==> src/rtl/ems_pkg.sv <==
package ems_pkg;
  localparam int unsigned ADDR_W   = 32;
  localparam int unsigned NUM_CS   = 6;
  localparam int unsigned CS_IDX_W = $clog2(NUM_CS);
  localparam int unsigned CNT_W    = 5;

  typedef struct packed {
    logic       addr_hold;  // [33]
    logic [2:0] adv_oe;     // [32:30]
    logic [3:0] rd_hold;    // [29:26]
    logic [3:0] rd_wait;    // [25:22]
    logic [3:0] wr_wait;    // [21:18]
    logic [4:0] rd_lat;     // [17:13]
    logic [4:0] wr_lat;     // [12:8]
    logic [3:0] wr_hold;    // [7:4]
    logic [3:0] recov;      // [3:0]
  } cs_timing_t;

  localparam int unsigned CFG_W = $bits(cs_timing_t);

  typedef enum logic [2:0] {
    ST_IDLE, ST_REC, ST_LAT, ST_AOE, ST_RDH, ST_WAIT, ST_WHOLD, ST_AHOLD
  } phase_e;

  localparam logic [ADDR_W-1:0] WIN_LO [NUM_CS] = '{
    32'h1A80_0000, 32'h1B00_0000, 32'h1B80_0000,
    32'h1D00_0000, 32'h1C80_0000, 32'h1C00_0000};
  localparam logic [ADDR_W-1:0] WIN_HI [NUM_CS] = '{
    32'h1AFF_FFFF, 32'h1B7F_FFFF, 32'h1BFF_FFFF,
    32'h24FF_FFFF, 32'h1CFF_FFFF, 32'h1C7F_FFFF};
endpackage

==> src/rtl/ems_decode.sv <==
module ems_decode
  import ems_pkg::*;
(
  input  logic [ADDR_W-1:0]   addr_i,
  output logic                hit_o,
  output logic [CS_IDX_W-1:0] idx_o
);
  logic [NUM_CS-1:0] match;

  for (genvar g = 0; g < NUM_CS; g++) begin : g_win
    assign match[g] = (addr_i >= WIN_LO[g]) && (addr_i <= WIN_HI[g]);
  end

  always_comb begin
    idx_o = '0;
    for (int i = NUM_CS - 1; i >= 0; i--) begin
      if (match[i]) idx_o = CS_IDX_W'(i);
    end
  end

  assign hit_o = |match;
endmodule

==> src/rtl/ems_timing_regs.sv <==
module ems_timing_regs
  import ems_pkg::*;
(
  input  logic                clk_i,
  input  logic                rst_ni,
  input  logic                cfg_we_i,
  input  logic [CS_IDX_W-1:0] cfg_sel_i,
  input  logic [CFG_W-1:0]    cfg_wdata_i,
  output cs_timing_t          timing_o [NUM_CS]
);
  cs_timing_t regs_q [NUM_CS];

  always_ff @(posedge clk_i or negedge rst_ni) begin
    if (!rst_ni) begin
      for (int i = 0; i < NUM_CS; i++) regs_q[i] <= '0;
    end else if (cfg_we_i) begin
      for (int i = 0; i < NUM_CS; i++) begin
        if (cfg_sel_i == CS_IDX_W'(i)) regs_q[i] <= cs_timing_t'(cfg_wdata_i);
      end
    end
  end

  assign timing_o = regs_q;
endmodule

==> src/rtl/ems_fsm.sv <==
module ems_fsm
  import ems_pkg::*;
#(
  parameter int unsigned DATA_W = 16
) (
  input  logic                clk_i,
  input  logic                rst_ni,
  input  logic                req_valid_i,
  output logic                req_ready_o,
  input  logic                req_we_i,
  input  logic [ADDR_W-1:0]   req_addr_i,
  input  logic [DATA_W-1:0]   req_wdata_i,
  input  logic                dec_hit_i,
  input  logic [CS_IDX_W-1:0] dec_idx_i,
  input  cs_timing_t          timing_i [NUM_CS],
  output logic                rsp_valid_o,
  output logic [DATA_W-1:0]   rsp_rdata_o,
  output logic                rsp_err_o,
  output logic [NUM_CS-1:0]   mem_cs_n_o,
  output logic                mem_adv_n_o,
  output logic                mem_oe_n_o,
  output logic                mem_we_n_o,
  output logic [ADDR_W-1:0]   mem_addr_o,
  output logic [DATA_W-1:0]   mem_wdata_o,
  output logic                mem_dout_en_o,
  input  logic [DATA_W-1:0]   mem_rdata_i
);
  phase_e              state_q, state_d;
  logic [CNT_W-1:0]    cnt_q, cnt_d, rec_load;
  logic                cur_we_q, prev_rd_q, rsp_valid_q, rsp_err_q;
  logic [CS_IDX_W-1:0] cur_idx_q, prev_idx_q;
  logic [ADDR_W-1:0]   cur_addr_q;
  logic [DATA_W-1:0]   cur_wdata_q, rdata_q;
  logic [3:0]          rec_f;
  logic                accept, need_rec, last_cyc, strobing;
  cs_timing_t          cur_t;

  function automatic logic [CNT_W-1:0] load_of(phase_e p, cs_timing_t t, logic we);
    case (p)
      ST_LAT:   return we ? t.wr_lat : t.rd_lat;
      ST_AOE:   return CNT_W'(t.adv_oe);
      ST_RDH:   return CNT_W'(t.rd_hold);
      ST_WAIT:  return we ? CNT_W'(t.wr_wait) : CNT_W'(t.rd_wait);
      ST_WHOLD: return CNT_W'(t.wr_hold);
      default:  return '0;
    endcase
  endfunction

  function automatic phase_e next_of(phase_e p, logic we, logic ah);
    case (p)
      ST_REC:   return ST_LAT;
      ST_LAT:   return we ? ST_WAIT : ST_AOE;
      ST_AOE:   return ST_RDH;
      ST_RDH:   return ST_WAIT;
      ST_WAIT:  return we ? ST_WHOLD : (ah ? ST_AHOLD : ST_IDLE);
      ST_WHOLD: return ah ? ST_AHOLD : ST_IDLE;
      default:  return ST_IDLE;
    endcase
  endfunction

  assign cur_t    = timing_i[cur_idx_q];
  assign accept   = req_valid_i && (state_q == ST_IDLE);
  // bus may still be driven by the last read's device
  assign need_rec = prev_rd_q && (req_we_i || (dec_idx_i != prev_idx_q));
  assign last_cyc = (cnt_q == '0);
  assign rec_f    = timing_i[prev_idx_q].recov;
  assign rec_load = (rec_f == '0) ? '0 : CNT_W'(rec_f - 4'd1);

  always_comb begin
    state_d = state_q;
    cnt_d   = cnt_q;
    if (state_q == ST_IDLE) begin
      if (accept && dec_hit_i) begin
        if (need_rec) begin
          state_d = ST_REC;
          cnt_d   = rec_load;
        end else begin
          state_d = ST_LAT;
          cnt_d   = load_of(ST_LAT, timing_i[dec_idx_i], req_we_i);
        end
      end
    end else if (!last_cyc) begin
      cnt_d = cnt_q - 1'b1;
    end else begin
      state_d = next_of(state_q, cur_we_q, cur_t.addr_hold);
      cnt_d   = load_of(state_d, cur_t, cur_we_q);
    end
  end

  always_ff @(posedge clk_i or negedge rst_ni) begin
    if (!rst_ni) begin
      state_q     <= ST_IDLE;
      cnt_q       <= '0;
      cur_we_q    <= 1'b0;
      cur_idx_q   <= '0;
      cur_addr_q  <= '0;
      cur_wdata_q <= '0;
      prev_rd_q   <= 1'b0;
      prev_idx_q  <= '0;
      rdata_q     <= '0;
      rsp_valid_q <= 1'b0;
      rsp_err_q   <= 1'b0;
    end else begin
      state_q     <= state_d;
      cnt_q       <= cnt_d;
      rsp_valid_q <= (accept && !dec_hit_i) ||
                     ((state_q != ST_IDLE) && last_cyc && (state_d == ST_IDLE));
      rsp_err_q   <= accept && !dec_hit_i;
      if (accept) begin
        cur_we_q    <= req_we_i;
        cur_addr_q  <= req_addr_i;
        cur_wdata_q <= req_wdata_i;
        rdata_q     <= '0;
        if (dec_hit_i) begin
          cur_idx_q  <= dec_idx_i;
          prev_rd_q  <= !req_we_i;
          prev_idx_q <= dec_idx_i;
        end
      end else if ((state_q == ST_WAIT) && last_cyc && !cur_we_q) begin
        rdata_q <= mem_rdata_i;
      end
    end
  end

  assign strobing      = state_q inside {ST_LAT, ST_AOE, ST_RDH, ST_WAIT, ST_WHOLD};
  assign req_ready_o   = (state_q == ST_IDLE);
  assign rsp_valid_o   = rsp_valid_q;
  assign rsp_err_o     = rsp_err_q;
  assign rsp_rdata_o   = rdata_q;
  assign mem_cs_n_o    = strobing ? ~(NUM_CS'(1) << cur_idx_q) : '1;
  assign mem_adv_n_o   = !((state_q == ST_LAT) && (cnt_q == load_of(ST_LAT, cur_t, cur_we_q)));
  assign mem_oe_n_o    = !(!cur_we_q && (state_q inside {ST_RDH, ST_WAIT}));
  assign mem_we_n_o    = !(cur_we_q && (state_q == ST_WAIT));
  assign mem_dout_en_o = cur_we_q && (state_q inside {ST_LAT, ST_WAIT, ST_WHOLD});
  assign mem_addr_o    = (strobing || (state_q == ST_AHOLD)) ? cur_addr_q : '0;
  assign mem_wdata_o   = mem_dout_en_o ? cur_wdata_q : '0;


  cs_onehot_chk: assert property (@(posedge clk_i) disable iff (!rst_ni)
    $onehot0(~mem_cs_n_o));

  oe_in_cs_chk: assert property (@(posedge clk_i) disable iff (!rst_ni)
    !mem_oe_n_o |-> !(&mem_cs_n_o));

  oe_we_excl_chk: assert property (@(posedge clk_i) disable iff (!rst_ni)
    !(!mem_oe_n_o && !mem_we_n_o));

  no_contention_chk: assert property (@(posedge clk_i) disable iff (!rst_ni)
    mem_dout_en_o |-> mem_oe_n_o);

  drive_after_oe_chk: assert property (@(posedge clk_i) disable iff (!rst_ni)
    $rose(mem_oe_n_o) |=> !mem_dout_en_o);

  miss_rsp_chk: assert property (@(posedge clk_i) disable iff (!rst_ni)
    rsp_err_o |-> (rsp_valid_o && (rsp_rdata_o == '0) && (&mem_cs_n_o)));

  busy_after_hit_chk: assert property (@(posedge clk_i) disable iff (!rst_ni)
    (req_valid_i && req_ready_o && dec_hit_i) |=> !req_ready_o);
endmodule

==> src/rtl/ext_mem_seq.sv <==
module ext_mem_seq
  import ems_pkg::*;
#(
  parameter int unsigned DATA_W = 16
) (
  input  logic                clk_i,
  input  logic                rst_ni,
  input  logic                cfg_we_i,
  input  logic [CS_IDX_W-1:0] cfg_sel_i,
  input  logic [CFG_W-1:0]    cfg_wdata_i,
  input  logic                req_valid_i,
  output logic                req_ready_o,
  input  logic                req_we_i,
  input  logic [ADDR_W-1:0]   req_addr_i,
  input  logic [DATA_W-1:0]   req_wdata_i,
  output logic                rsp_valid_o,
  output logic [DATA_W-1:0]   rsp_rdata_o,
  output logic                rsp_err_o,
  output logic [NUM_CS-1:0]   mem_cs_n_o,
  output logic                mem_adv_n_o,
  output logic                mem_oe_n_o,
  output logic                mem_we_n_o,
  output logic [ADDR_W-1:0]   mem_addr_o,
  output logic [DATA_W-1:0]   mem_wdata_o,
  output logic                mem_dout_en_o,
  input  logic [DATA_W-1:0]   mem_rdata_i
);
  logic                dec_hit;
  logic [CS_IDX_W-1:0] dec_idx;
  cs_timing_t          timing [NUM_CS];

  ems_decode u_decode (
    .addr_i (req_addr_i),
    .hit_o  (dec_hit),
    .idx_o  (dec_idx)
  );

  ems_timing_regs u_regs (
    .clk_i       (clk_i),
    .rst_ni      (rst_ni),
    .cfg_we_i    (cfg_we_i),
    .cfg_sel_i   (cfg_sel_i),
    .cfg_wdata_i (cfg_wdata_i),
    .timing_o    (timing)
  );

  ems_fsm #(.DATA_W(DATA_W)) u_fsm (
    .clk_i         (clk_i),
    .rst_ni        (rst_ni),
    .req_valid_i   (req_valid_i),
    .req_ready_o   (req_ready_o),
    .req_we_i      (req_we_i),
    .req_addr_i    (req_addr_i),
    .req_wdata_i   (req_wdata_i),
    .dec_hit_i     (dec_hit),
    .dec_idx_i     (dec_idx),
    .timing_i      (timing),
    .rsp_valid_o   (rsp_valid_o),
    .rsp_rdata_o   (rsp_rdata_o),
    .rsp_err_o     (rsp_err_o),
    .mem_cs_n_o    (mem_cs_n_o),
    .mem_adv_n_o   (mem_adv_n_o),
    .mem_oe_n_o    (mem_oe_n_o),
    .mem_we_n_o    (mem_we_n_o),
    .mem_addr_o    (mem_addr_o),
    .mem_wdata_o   (mem_wdata_o),
    .mem_dout_en_o (mem_dout_en_o),
    .mem_rdata_i   (mem_rdata_i)
  );
endmodule

==> config.mk <==
export PLATFORM = sky130hd
export DESIGN_NAME = ext_mem_seq
export DESIGN_NICKNAME = d
export VERILOG_FILES = /design/src/rtl/ems_pkg.sv /design/src/rtl/ems_decode.sv /design/src/rtl/ems_timing_regs.sv /design/src/rtl/ems_fsm.sv /design/src/rtl/ext_mem_seq.sv
export SDC_FILE = /design/constraint.sdc
export NUM_CORES = 1
export LEC_CHECK = 0
export CAP_MARGIN = 20
export CORE_ASPECT_RATIO = 1.2
export CORE_MARGIN = 2
export CORE_UTILIZATION = 30
export DETAILED_ROUTE_END_ITERATION = 16
export DONT_BUFFER_PORTS = 1
export HOLD_SLACK_MARGIN = 0.12
export SLEW_MARGIN = 0
export SYNTH_ARGS = -nofsm -noshare
export SYNTH_HDL_FRONTEND = slang
export SYNTH_SLANG_ARGS = --single-unit
==> constraint.sdc <==
create_clock -name clk_i -period 2.8 [get_ports clk_i]
set_input_delay 0.84 -clock clk_i [delete_from_list [all_inputs] [get_ports clk_i]]
set_output_delay 0.84 -clock clk_i [all_outputs]
set_load 0.02 [all_outputs]
==> flow_metrics.tcl <==
set metrics [dict create \
    first_global_vias 9993 \
    fin_area_um2 16720 \
    fmax_mhz 279.9 \
    ys_warn_count 0 \
    dieArea_um2 48320 \
    p_sw_share_pct 33.89 \
    clk_pin_slew_ps 70 \
    num_io_pins 183 \
    cts_max_level 1 \
    portBuffers 0 \
    yosysUniqueCellTypes 69 \
    worstPathArrival_ps 2730 \
    synth_common_cells "dfrtp_1, mux2_2, nand2_1, and2_1, o21ai_0" \
    synth_top_area_share_pct 50.69 \
    start_kind "flop" \
    dr.pass1.iters 5 \
    syn_nets 1215 \
    synth_top_area_cell "dfrtp_1" \
    cellLeakagePower_uw 0.006948 \
    insertion_delay_ps 590 \
    final_hold_viol_count 12 \
    synth_area_um2 13970 \
    cp.required_ps 1960 \
    dp_hpwl_mm 26.07 \
    synth.most_common_cell "dfrtp_1" \
    synth_edf_count 0 \
    synth_area_leaders "dfrtp_1, mux2_2, mux4_2" \
    fin_hold_ws_ps -20.08 \
    synth-seq-area-share_pct 50.69 \
    cts_root_buf "clkbuf_16" \
    rows 86 \
    utilization_pct 36.40 \
    rsz0062_at_grt "yes" \
    path_class "flop to primary output" \
    area_growth_pct 19.71 \
    setup_slack_ps -772.9 \
    routed_wl_mm 38.57 \
    p_clk_share_pct 24.9 \
    tightest_slew_ps 866.5 \
    grt_pass1_wl_mm 59.03 \
    slew_headroom_pct 42.23 \
    gr-total-overflow 0 \
    numCtsBuffers 30 \
    p_comb_share_pct 34.1 \
    clockBufferDepth 3 \
    status "finished, violations left" \
    drtIter0Drc 746 \
    cts_tree "built" \
    route.detailed.drc 0 \
    final_antenna_net_count 0 \
    place_area_um2 15390 \
    p_seq_share_pct 41.0 \
    cp-end-kind "primary output" \
    maxSlewViolCount 0 \
    drive_gt1_share_pct 44.16 \
    syn_inst 1108 \
    fin_crit_sh_pct 127.6 \
    num_antenna_cells 0 \
    min_period_ps 3573 \
    maxCapViolCount 0 \
    routed_via_density 5.175 \
    irDropWorstVdd_uv 477.7 \
    core_um2 45950 \
    pwr_density_cell_nw_per_um2 906.8 \
    grt.total_usage_pct 15.79 \
    final.setup_skew_ps 42.46 \
    hp-class "input pin to asynchronous set/reset pin" \
    grt_max_degree 284 \
    place_congestion 0.9244 \
    nNetsFinal 1301 \
    routedWlPerCell_um 21.05 \
    ys_ff_latch 283 \
    clock_sinks 283 \
    avgSynthCellArea_um2 12.61 \
    start_util_pct 30.41 \
    die_x_um 201.0 \
    grt_antenna_before_repair 0 \
    critical_path_peak_fanout 8 \
    violations "negative hold slack, negative setup slack" \
    power.switching_uw 5139 \
    route.vias.total 9480 \
    p_int_uw 10030 \
    synth-async-reset-ratio_pct 100.0 \
    synth_flop_cell "dfrtp_1" \
    die_h_um 240.4 \
    setup_viol 18 \
]
cell type report:
type	instances	area (um2)
clock buffer	41	822.0
clock inverter	13	107.6
fill	4458	29220
inverter	30	112.6
multi-input combinational	725	6678
sequential	283	7092
tap	616	770.7
timing repair buffer	124	1142
per-layer routing:
metal	share of wire [%]	track usage, %
met5	0	0
met4	3.0	5.522
met2	48	26.91
met1	41	19.03
met3	8.2	4.622
final timing paths:
path,from,cells after the start,slack [ps],end
worst max-delay path,u_fsm.cur_we_q,7,-770,mem_adv_n_o
worst min-delay path,rst_ni,0,-20,u_fsm.cur_addr_q[24]
worst max register to register,u_fsm.cur_idx_q[1],9,130,u_fsm.cnt_q[2]
worst min register to register,u_fsm.cur_addr_q[23],2,470,u_fsm.cur_addr_q[23]
max in group asynchronous,rst_ni,0,2090,u_fsm.cur_we_q
min in group clk_i,cfg_wdata_i[16],2,390,u_regs.timing_o[186]
cells in the final DEF, fill, tap and decap left out, types with 11 or more instances in the layout:
master / n
clkbuf_16: 30
buf_4: 99
dfrtp_1: 277
buf_12: 13
mux2i_1: 41
and2_2: 18
a21oi_1: 35
mux2_2: 255
inv_1: 26
buf_6: 11
nand3_1: 27
mux4_2: 36
and2_1: 27
o21ai_0: 44
nor2_1: 22
nand2_1: 63
power by group through the flow:
stage          clock network, uW  logic, uW  registers [uW]
6_report                    3780       5170            6210
5_1_grt                     4080       5560            6350
4_1_cts                     3910       4960            6210
3_5_place_dp                   0       4700            6290
3_3_place_gp                   0       4600            6230
2_1_floorplan                  0       3550            5940
cells by family (layout without fill, tap and decap cells):
kind of cell / Yosys count / after routing / synth area share [%]
DFF: 283 / 283 / 50.69
AOI/OAI and AO/OA: 160 / 160 / 7.550
adders and majority gates: 1 / 1 / 0.08954
and+or+nand+nor: 221 / 221 / 8.195
buffers and inverters: 100 / 208 / 3.331
muxes: 334 / 334 / 29.47
xor gates and xnor gates: 9 / 9 / 0.6717
critical path: stages, from the launching register on:
cell and delay [ps]:
dfrtp_2 480, buf_6 130, mux4_2 490, a21oi_2 120, a31o_2 150, xnor2_2 110
nand4_1 140, or4_4 520
flip-flops by register name (all words and copies together), names as in the netlist:
| register | cells |
|---|---|
| u_fsm.cur_we_q | 1 |
| u_fsm.cur_wdata_q | 16 |
| u_regs.timing_o | 204 |
| u_fsm.cnt_q | 5 |
| u_fsm.cur_addr_q | 32 |
| u_fsm.rsp_rdata_o | 16 |
| u_fsm.cur_idx_q | 3 |
| u_fsm.state_q | 3 |
| u_fsm.rsp_valid_o | 1 |
| u_fsm.rsp_err_o | 1 |
| u_fsm.prev_rd_q | 1 |
through the flow:
stage | power (uW) | cells | setup slack (ps) | hold WS, ps | setup TNS [ps]
2_1_floorplan | 9496 | 1108 | -80.16 | 441.8 | -80.16
3_3_place_gp | 10830 | 1763 | -274.0 | 456.9 | -667.7
3_5_place_dp | 10980 | 1763 | -302.1 | 470.5 | -861.0
4_1_cts | 15080 | 1829 | -770.9 | -66.76 | -2812
5_1_grt | 16000 | 1832 | -881.8 | -45.97 | -4482
6_report | 15170 | 1832 | -772.9 | -20.08 | -2568
repair_timing:
item / in CTS / in global routing
pin swaps: 7 / 1
gates resized for setup: 57 / 30
setup endpoints to repair: 60 / 60
gates cloned: 0 / 1
setup buffers: 12 / 2
hold endpoints to repair: 283 / 283
Power figures use the tool's default switching activity.
